`src/rtl/tfd_pkg.sv`:
```
package tfd_pkg;

    localparam int REG_W  = 32;
    localparam int ADDR_W = 2;

    typedef enum logic [ADDR_W-1:0] {
        A_SRC  = 2'd0,
        A_DIV  = 2'd1,
        A_TRIG = 2'd2,
        A_NONE = 2'd3
    } reg_addr_e;

    typedef struct packed {
        logic src;
        logic main;
    } trig_pair_t;

    // Scaled divisor: stored field plus one unit of the integer part.
    function automatic logic [REG_W+1:0] scaled_div(input logic [REG_W-1:0] field,
                                                    input int unsigned      frac_w);
        logic [REG_W+1:0] unit;
        unit = (REG_W+2)'(1) << frac_w;
        return {2'b00, field} + unit;
    endfunction

endpackage

```
`src/rtl/tfd_trig.sv`:
```
module tfd_trig #(
    parameter int BUSY_CYC = 3
) (
    input  logic clk,
    input  logic rst,
    input  logic start_i,
    input  logic allow_i,
    output logic busy_o,
    output logic apply_o
);
    localparam int CW = $clog2(BUSY_CYC + 1);

    logic [CW-1:0] cnt_q;

    always_ff @(posedge clk) begin
        if (rst) begin
            cnt_q <= '0;
        end else if (cnt_q != '0) begin
            cnt_q <= cnt_q - CW'(1);
        end else if (start_i && allow_i) begin
            cnt_q <= CW'(BUSY_CYC);
        end
    end

    assign busy_o  = (cnt_q != '0);
    assign apply_o = (cnt_q == CW'(1));

    // a commit that has started stays pending for more than one cycle
    a_r4_busy_holds: assert property (@(posedge clk) disable iff (rst)
        $rose(busy_o) |=> busy_o);

    // once the staged values are applied, the pending bit clears
    a_r4_apply_clears: assert property (@(posedge clk) disable iff (rst)
        apply_o |=> !busy_o);

    // a request made while the clock is off does not start a commit
    a_r6_drop_when_off: assert property (@(posedge clk) disable iff (rst)
        (start_i && !allow_i && !busy_o) |=> !busy_o);

endmodule

```
`src/rtl/tfd_prediv.sv`:
```
module tfd_prediv #(
    parameter int W = 4
) (
    input  logic         clk,
    input  logic         rst,
    input  logic         clr_i,
    input  logic         tick_i,
    input  logic [W-1:0] div_i,
    output logic         tick_o
);
    logic [W-1:0] cnt_q;
    logic         wrap;

    assign wrap   = (cnt_q >= div_i);
    assign tick_o = tick_i && wrap && !clr_i;

    always_ff @(posedge clk) begin
        if (rst || clr_i) begin
            cnt_q <= '0;
        end else if (tick_i) begin
            cnt_q <= wrap ? '0 : cnt_q + W'(1);
        end
    end

    // the phase counter never runs past the programmed count
    a_r9_cnt_bound: assert property (@(posedge clk) disable iff (rst)
        !clr_i |=> (cnt_q <= div_i));

endmodule

```
`src/rtl/tfd_frac.sv`:
```
module tfd_frac #(
    parameter int DIV_W  = 8,
    parameter int FRAC_W = 3
) (
    input  logic             clk,
    input  logic             rst,
    input  logic             clr_i,
    input  logic             tick_i,
    input  logic [DIV_W-1:0] field_i,
    output logic             tick_o
);
    localparam int AW = DIV_W + 2;

    logic [AW-1:0] unit;
    logic [AW-1:0] ds;
    logic [AW-1:0] acc_q;
    logic [AW-1:0] sum;
    logic          hit;

    assign unit = AW'(1) << FRAC_W;
    assign ds   = AW'(tfd_pkg::scaled_div(tfd_pkg::REG_W'(field_i), FRAC_W));
    assign sum  = acc_q + unit;
    assign hit  = (sum >= ds);

    always_ff @(posedge clk) begin
        if (rst || clr_i) begin
            acc_q  <= '0;
            tick_o <= 1'b0;
        end else if (tick_i) begin
            acc_q  <= hit ? sum - ds : sum;
            tick_o <= hit;
        end else begin
            tick_o <= 1'b0;
        end
    end

    // the remainder always stays below the scaled divisor
    a_r3_acc_bound: assert property (@(posedge clk) disable iff (rst)
        acc_q < ds);

    // divisor one passes every incoming tick
    a_r1_unity_pass: assert property (@(posedge clk) disable iff (rst)
        (field_i == '0 && tick_i && !clr_i) |=> tick_o);

    // no output pulse without an incoming tick
    a_r3_no_spurious: assert property (@(posedge clk) disable iff (rst)
        !tick_i |=> !tick_o);

endmodule

```
`src/rtl/trig_frac_clkdiv.sv`:
```
module trig_frac_clkdiv #(
    parameter int NUM_PAR    = 3,
    parameter int SEL_W      = 2,
    parameter int SEL_SHIFT  = 4,
    parameter int HAS_PREDIV = 1,
    parameter int PDIV_W     = 4,
    parameter int PDIV_SHIFT = 8,
    parameter int DIV_W      = 8,
    parameter int FRAC_W     = 3,
    parameter int DIV_SHIFT  = 4,
    parameter int SRC_BIT    = 0,
    parameter int MAIN_BIT   = 1,
    parameter int BUSY_CYC   = 3
) (
    input  logic               clk,
    input  logic               rst,
    input  logic               clk_on_i,
    input  logic               wr_en_i,
    input  logic [1:0]         wr_addr_i,
    input  logic [31:0]        wr_data_i,
    input  logic [1:0]         rd_addr_i,
    output logic [31:0]        rd_data_o,
    input  logic [NUM_PAR-1:0] par_tick_i,
    output logic               tick_o
);
    import tfd_pkg::*;

    localparam logic [SEL_W-1:0] SEL_RST = {SEL_W{1'b1}};

    // staged and active configuration
    logic [SEL_W-1:0]  st_sel,  ac_sel;
    logic [PDIV_W-1:0] st_pdiv, ac_pdiv;
    logic [DIV_W-1:0]  st_div,  ac_div;

    reg_addr_e  waddr, raddr;
    trig_pair_t start, busy, apply;

    assign waddr = reg_addr_e'(wr_addr_i);
    assign raddr = reg_addr_e'(rd_addr_i);

    assign start.src  = wr_en_i && (waddr == A_TRIG) && wr_data_i[SRC_BIT];
    assign start.main = wr_en_i && (waddr == A_TRIG) && wr_data_i[MAIN_BIT];

    always_ff @(posedge clk) begin
        if (rst) begin
            st_sel  <= SEL_RST;
            st_pdiv <= '0;
            st_div  <= '0;
        end else if (wr_en_i && clk_on_i) begin
            if (waddr == A_SRC) begin
                st_sel  <= wr_data_i[SEL_SHIFT +: SEL_W];
                st_pdiv <= wr_data_i[PDIV_SHIFT +: PDIV_W];
            end
            if (waddr == A_DIV) begin
                st_div <= wr_data_i[DIV_SHIFT +: DIV_W];
            end
        end
    end

    always_ff @(posedge clk) begin
        if (rst) begin
            ac_sel  <= SEL_RST;
            ac_pdiv <= '0;
            ac_div  <= '0;
        end else begin
            if (apply.src) begin
                ac_sel  <= st_sel;
                ac_pdiv <= st_pdiv;
            end
            if (apply.main) begin
                ac_div <= st_div;
            end
        end
    end

    tfd_trig #(.BUSY_CYC(BUSY_CYC)) u_trig_src (
        .clk(clk), .rst(rst), .start_i(start.src), .allow_i(clk_on_i),
        .busy_o(busy.src), .apply_o(apply.src)
    );

    tfd_trig #(.BUSY_CYC(BUSY_CYC)) u_trig_main (
        .clk(clk), .rst(rst), .start_i(start.main), .allow_i(clk_on_i),
        .busy_o(busy.main), .apply_o(apply.main)
    );

    // parent selection; out-of-range codes select nothing
    logic [NUM_PAR-1:0] hit;
    logic               sel_valid;
    logic               sel_tick;

    for (genvar g = 0; g < NUM_PAR; g++) begin : g_par
        assign hit[g] = par_tick_i[g] && (ac_sel == SEL_W'(g));
    end

    assign sel_valid = (int'(ac_sel) < NUM_PAR);
    assign sel_tick  = |hit;

    logic pre_tick;

    if (HAS_PREDIV != 0) begin : g_pre
        tfd_prediv #(.W(PDIV_W)) u_prediv (
            .clk(clk), .rst(rst), .clr_i(apply.src), .tick_i(sel_tick),
            .div_i(ac_pdiv), .tick_o(pre_tick)
        );
    end else begin : g_nopre
        assign pre_tick = sel_tick && !apply.src;
    end

    tfd_frac #(.DIV_W(DIV_W), .FRAC_W(FRAC_W)) u_frac (
        .clk(clk), .rst(rst), .clr_i(apply.main), .tick_i(pre_tick),
        .field_i(ac_div), .tick_o(tick_o)
    );

    always_comb begin
        rd_data_o = '0;
        case (raddr)
            A_SRC: begin
                rd_data_o[SEL_SHIFT +: SEL_W]   = st_sel;
                rd_data_o[PDIV_SHIFT +: PDIV_W] = st_pdiv;
            end
            A_DIV:  rd_data_o[DIV_SHIFT +: DIV_W] = st_div;
            A_TRIG: begin
                rd_data_o[SRC_BIT]  = busy.src;
                rd_data_o[MAIN_BIT] = busy.main;
            end
            default: rd_data_o = '0;
        endcase
    end

    // an unmapped selection never lets a pulse through
    a_r7_invalid_quiet: assert property (@(posedge clk) disable iff (rst)
        !sel_valid |=> !tick_o);

    // staged configuration is frozen while the clock is off
    a_r6_stage_frozen: assert property (@(posedge clk) disable iff (rst)
        !clk_on_i |=> ($stable(st_sel) && $stable(st_pdiv) && $stable(st_div)));

    // the active divider moves only with a main commit
    a_r5_main_only: assert property (@(posedge clk) disable iff (rst)
        !apply.main |=> $stable(ac_div));

    // the active source moves only with a source commit
    a_r5_src_only: assert property (@(posedge clk) disable iff (rst)
        !apply.src |=> ($stable(ac_sel) && $stable(ac_pdiv)));

endmodule

```
`config.mk`:
```
export PLATFORM = sky130hd
export DESIGN_NAME = trig_frac_clkdiv
export DESIGN_NICKNAME = d
export VERILOG_FILES = /design/src/rtl/tfd_pkg.sv /design/src/rtl/tfd_trig.sv /design/src/rtl/tfd_prediv.sv /design/src/rtl/tfd_frac.sv /design/src/rtl/trig_frac_clkdiv.sv
export SDC_FILE = /design/constraint.sdc
export NUM_CORES = 1
export LEC_CHECK = 0
export BUFFER_PORTS_ARGS = -buffer_cell sky130_fd_sc_hd__buf_2
export CAP_MARGIN = 10
export CORE_AREA = 2 2 82 76
export DETAILED_ROUTE_END_ITERATION = 7
export DIE_AREA = 0 0 84 78
export PLACE_DENSITY_LB_ADDON = 0.25
export SLEW_MARGIN = 20
export SYNTH_ARGS = -nofsm -noshare
export SYNTH_HDL_FRONTEND = slang
export SYNTH_SLANG_ARGS = --single-unit
```
`constraint.sdc`:
```
create_clock -name clk -period 3.7 [get_ports clk]
set_clock_uncertainty 0.2 [all_clocks]
set_input_delay 0.185 -clock clk [delete_from_list [all_inputs] [get_ports clk]]
set_output_delay 0.185 -clock clk [all_outputs]
set_load 0.01 [all_outputs]
```
==> results.ini <==
[clock_network]
cts_tree=yes
clockRootBuffer=clkbuf_8
clk_pin_slew_ps=90
cts_resized=0
cts_buffers=5
cts-htree-levels=2
cts.sinks=47
clk_path_buf_depth=2
clkLatencyLatePin_ps=300
post_cts.repair.setup_buffers=0

[layout]
regArea_um2=941
fin_nets=443
fin_area_um2=3220
n_fill_cell=531
multiInputGateArea_um2=1790
fin_util_pct=57.2
drive_gt1_share_pct=12.6
syn2layout_area_growth_pct=9.21
insertedDiodeCount=0

[power]
vdd_drop_max_uv=277
p_per_area_nw_per_um2=516
leakage_nw=1.36

[worst_setup_path]
required_ps=3730
path_cells=ha_1 > nand3_1 > xnor2_1 > ha_1 > o21ai_0 > o21bai_1 > o21ai_1 > nand3_1 > or4_1 > a31oi_1
reg2reg_to=u_frac.acc_q[6]
crit_buf_inv=0
crit_path_max_incr_delay_ps=600
crit_fanout=12
reg2reg_from=u_frac.acc_q[3]
crit_path_end_kind=flip-flop
rrSetupSlack_ps=330
startpoint=u_frac.acc_q[3]
arrival_ps=3410
path_class=reg2reg
ff2ff_path_depth=10
start_kind=flip-flop
cp_top_family=simple AND/OR/NAND/NOR gates
cpMaxStageDelayCell=or4_1

[synth]
synth_flop_cell=dfxtp_1
yosys_warnings=0
syn_inst=347
ys_seq_area_share_pct=31.9
ys_ff_latch=47
synth_edf_count=0
synth.avg_cell_area_um2=8.49
netlist_area_um2=2950
synthArstFlopShare_pct=0
synthDistinctLibCells=57

[placed_design]
portBuffers=31
dp_hpwl_um=4240
gp_congestion=0.776
place_area_um2=3050

[global_route]
grt_pass1_wl_um=9670
grt_max_degree=36
grt_pass1_vias=2100
track_usage_pct=18.0
antenna_found_initial=0
overflow=0

[floorplanning]
coreArea_um2=5630
die_x_um=84
die_h_um=78
num_rows=26
top_level_ports=76
start_util_pct=52.4
design.die.area_um2=6550

[route]
drt-initial-drc-count=57
drc=0
drtAntennaViolNets=0
wire_per_inst_um=12.6
firstDrtPassIters=4
dr_total_vias=2337
via_per_inst=5.19
wl_um=5680

[timing]
slew-limit-headroom_pct=58.5
final_hold_viol_count=0
setup_tns_ps=0
setup_violations=0
post-route-period-util_pct=91.2
slew_violations=0
fmax_mhz=296
period_minus_slack_ps=3370
rsz0062_at_grt=no
tightest_slew_ps=606

[min_path]
hold_depth=4
holdPathEnd=u_trig_main.cnt_q[1]
min_path_type=in2reg
hold_start=wr_data_i[1]

[job]
maxCapViolCount=0

[run_status]
status=completed

-- cells by family after synthesis --
| family | after synthesis | share of synthesized area, % |
|---|---|---|
| AO/OA/AOI/OAI | 54 | 13.4 |
| XOR/XNOR | 13 | 3.86 |
| adder cells (fa/ha/maj) | 21 | 9.17 |
| buffers and inverters | 53 | 9.89 |
| flip-flops | 47 | 31.9 |
| multiplexers | 29 | 9.89 |
| other | 1 | 0.127 |
| AND/OR/NAND/NOR | 129 | 21.7 |
-- registers in the layout (all words and copies together), names as in the netlist --
signal	cells
st_div	8
u_frac.acc_q	10
st_sel	2
ac_sel	2
ac_div	8
ac_pdiv	4
u_trig_main.cnt_q	2
st_pdiv	4
g_pre.u_prediv.cnt_q	4
u_trig_src.cnt_q	2
u_frac.tick_o	1
-- power by group --
part	internal, mW	switching (mW)
sequential	0.563	0.0442
combinational	0.307	0.428
clock	0.136	0.184
-- worst reg2reg max path, stage by stage, from the launching register on --
cell,delay [ps]
dfxtp_1,390
ha_1,240
nand3_1,130
xnor2_1,160
ha_1,410
o21ai_0,120
o21bai_1,100
o21ai_1,350
nand3_1,440
or4_1,610
a31oi_1,160
-- synth_stat cells (all sizes together) (3+ instances only) --
| cell type | count | area [µm²] |
|---|---|---|
| nand4 | 5 | 37.5 |
| a211oi | 5 | 37.5 |
| nand3b | 4 | 30.0 |
| nand2b | 5 | 31.3 |
| mux2i | 28 | 280 |
| buf | 25 | 185 |
| clkbuf | 11 | 42.5 |
| a211o | 4 | 35.0 |
| nand2 | 31 | 116 |
| a31oi | 5 | 46.3 |
| xnor2 | 7 | 61.3 |
| dfxtp | 47 | 941 |
| inv | 17 | 63.8 |
| and3 | 3 | 20.0 |
| o21ai | 9 | 56.3 |
| nor2b | 4 | 25.0 |
| nor2 | 46 | 173 |
| a21oi | 16 | 91.3 |
| and2 | 3 | 18.8 |
| or4 | 4 | 30.0 |
| nand3 | 11 | 55.1 |
| a21boi | 3 | 22.5 |
| ha | 20 | 250 |
| xor2 | 6 | 52.6 |
-- final cells by class --
type | count | area share (%)
Sequential cell | 47 | 29.2
Tap cell | 70 | 2.72
Inverter | 17 | 1.98
Clock inverter | 2 | 0.544
Clock buffer | 6 | 2.26
Multi-Input combinational cell | 268 | 55.7
Timing Repair Buffer | 40 | 7.54
-- layer usage --
metal  global-route usage, %  wire length, µm  vias up
met5                       0                0        -
met4                    4.35               44        0
met3                    3.19              116        5
met2                    29.2             2740       30
met1                    25.1             2780     1077
li1                        -                -     1225
-- layout by cell type (no fill, tap or decap), drive strengths merged, types with 5 or more instances in the layout --
cell / synthesis / routed
buf: 25 / 32
ha: 20 / 20
inv: 17 / 17
a31oi: 5 / 5
dlygate4sd3: 0 / 8
o21ai: 9 / 9
clkbuf: 11 / 6
nor2: 46 / 46
mux2i: 28 / 28
nand2b: 5 / 5
a211oi: 5 / 5
xor2: 6 / 6
conb: 1 / 22
a21oi: 16 / 16
xnor2: 7 / 7
nand3: 11 / 11
dfxtp: 47 / 47
nand2: 31 / 31
nand4: 5 / 5
-- stage by stage --
| stage | setup WS (ps) | instances | hold slack, ps | power, mW |
|---|---|---|---|---|
| final | 327 | 450 | 9.98 | 1.66 |
| after detailed placement | 382 | 434 | 213 | 1.34 |
| after global routing | 33.5 | 450 | 37.9 | 1.78 |
| after global placement | 435 | 434 | 212 | 1.33 |
| after floorplan | 873 | 368 | 103 | 1.23 |
| after CTS | 367 | 450 | 2.67 | 1.67 |
-- worst max path at each step --
stage                      end  depth (start not counted)
2_1_floorplan  u_frac.acc_q[7]                         10
3_3_place_gp   u_frac.acc_q[5]                          9
3_5_place_dp   u_frac.acc_q[6]                          9
4_1_cts        u_frac.acc_q[6]                         10
5_1_grt        u_frac.acc_q[5]                          9
6_report       u_frac.acc_q[6]                         10
-- what timing repair did --
item	in CTS	in global routing
hold buffers	8	0
endpoints found under the setup margin	0	0
hold endpoints to repair	14	0
(Power assumes the default switching activity.)
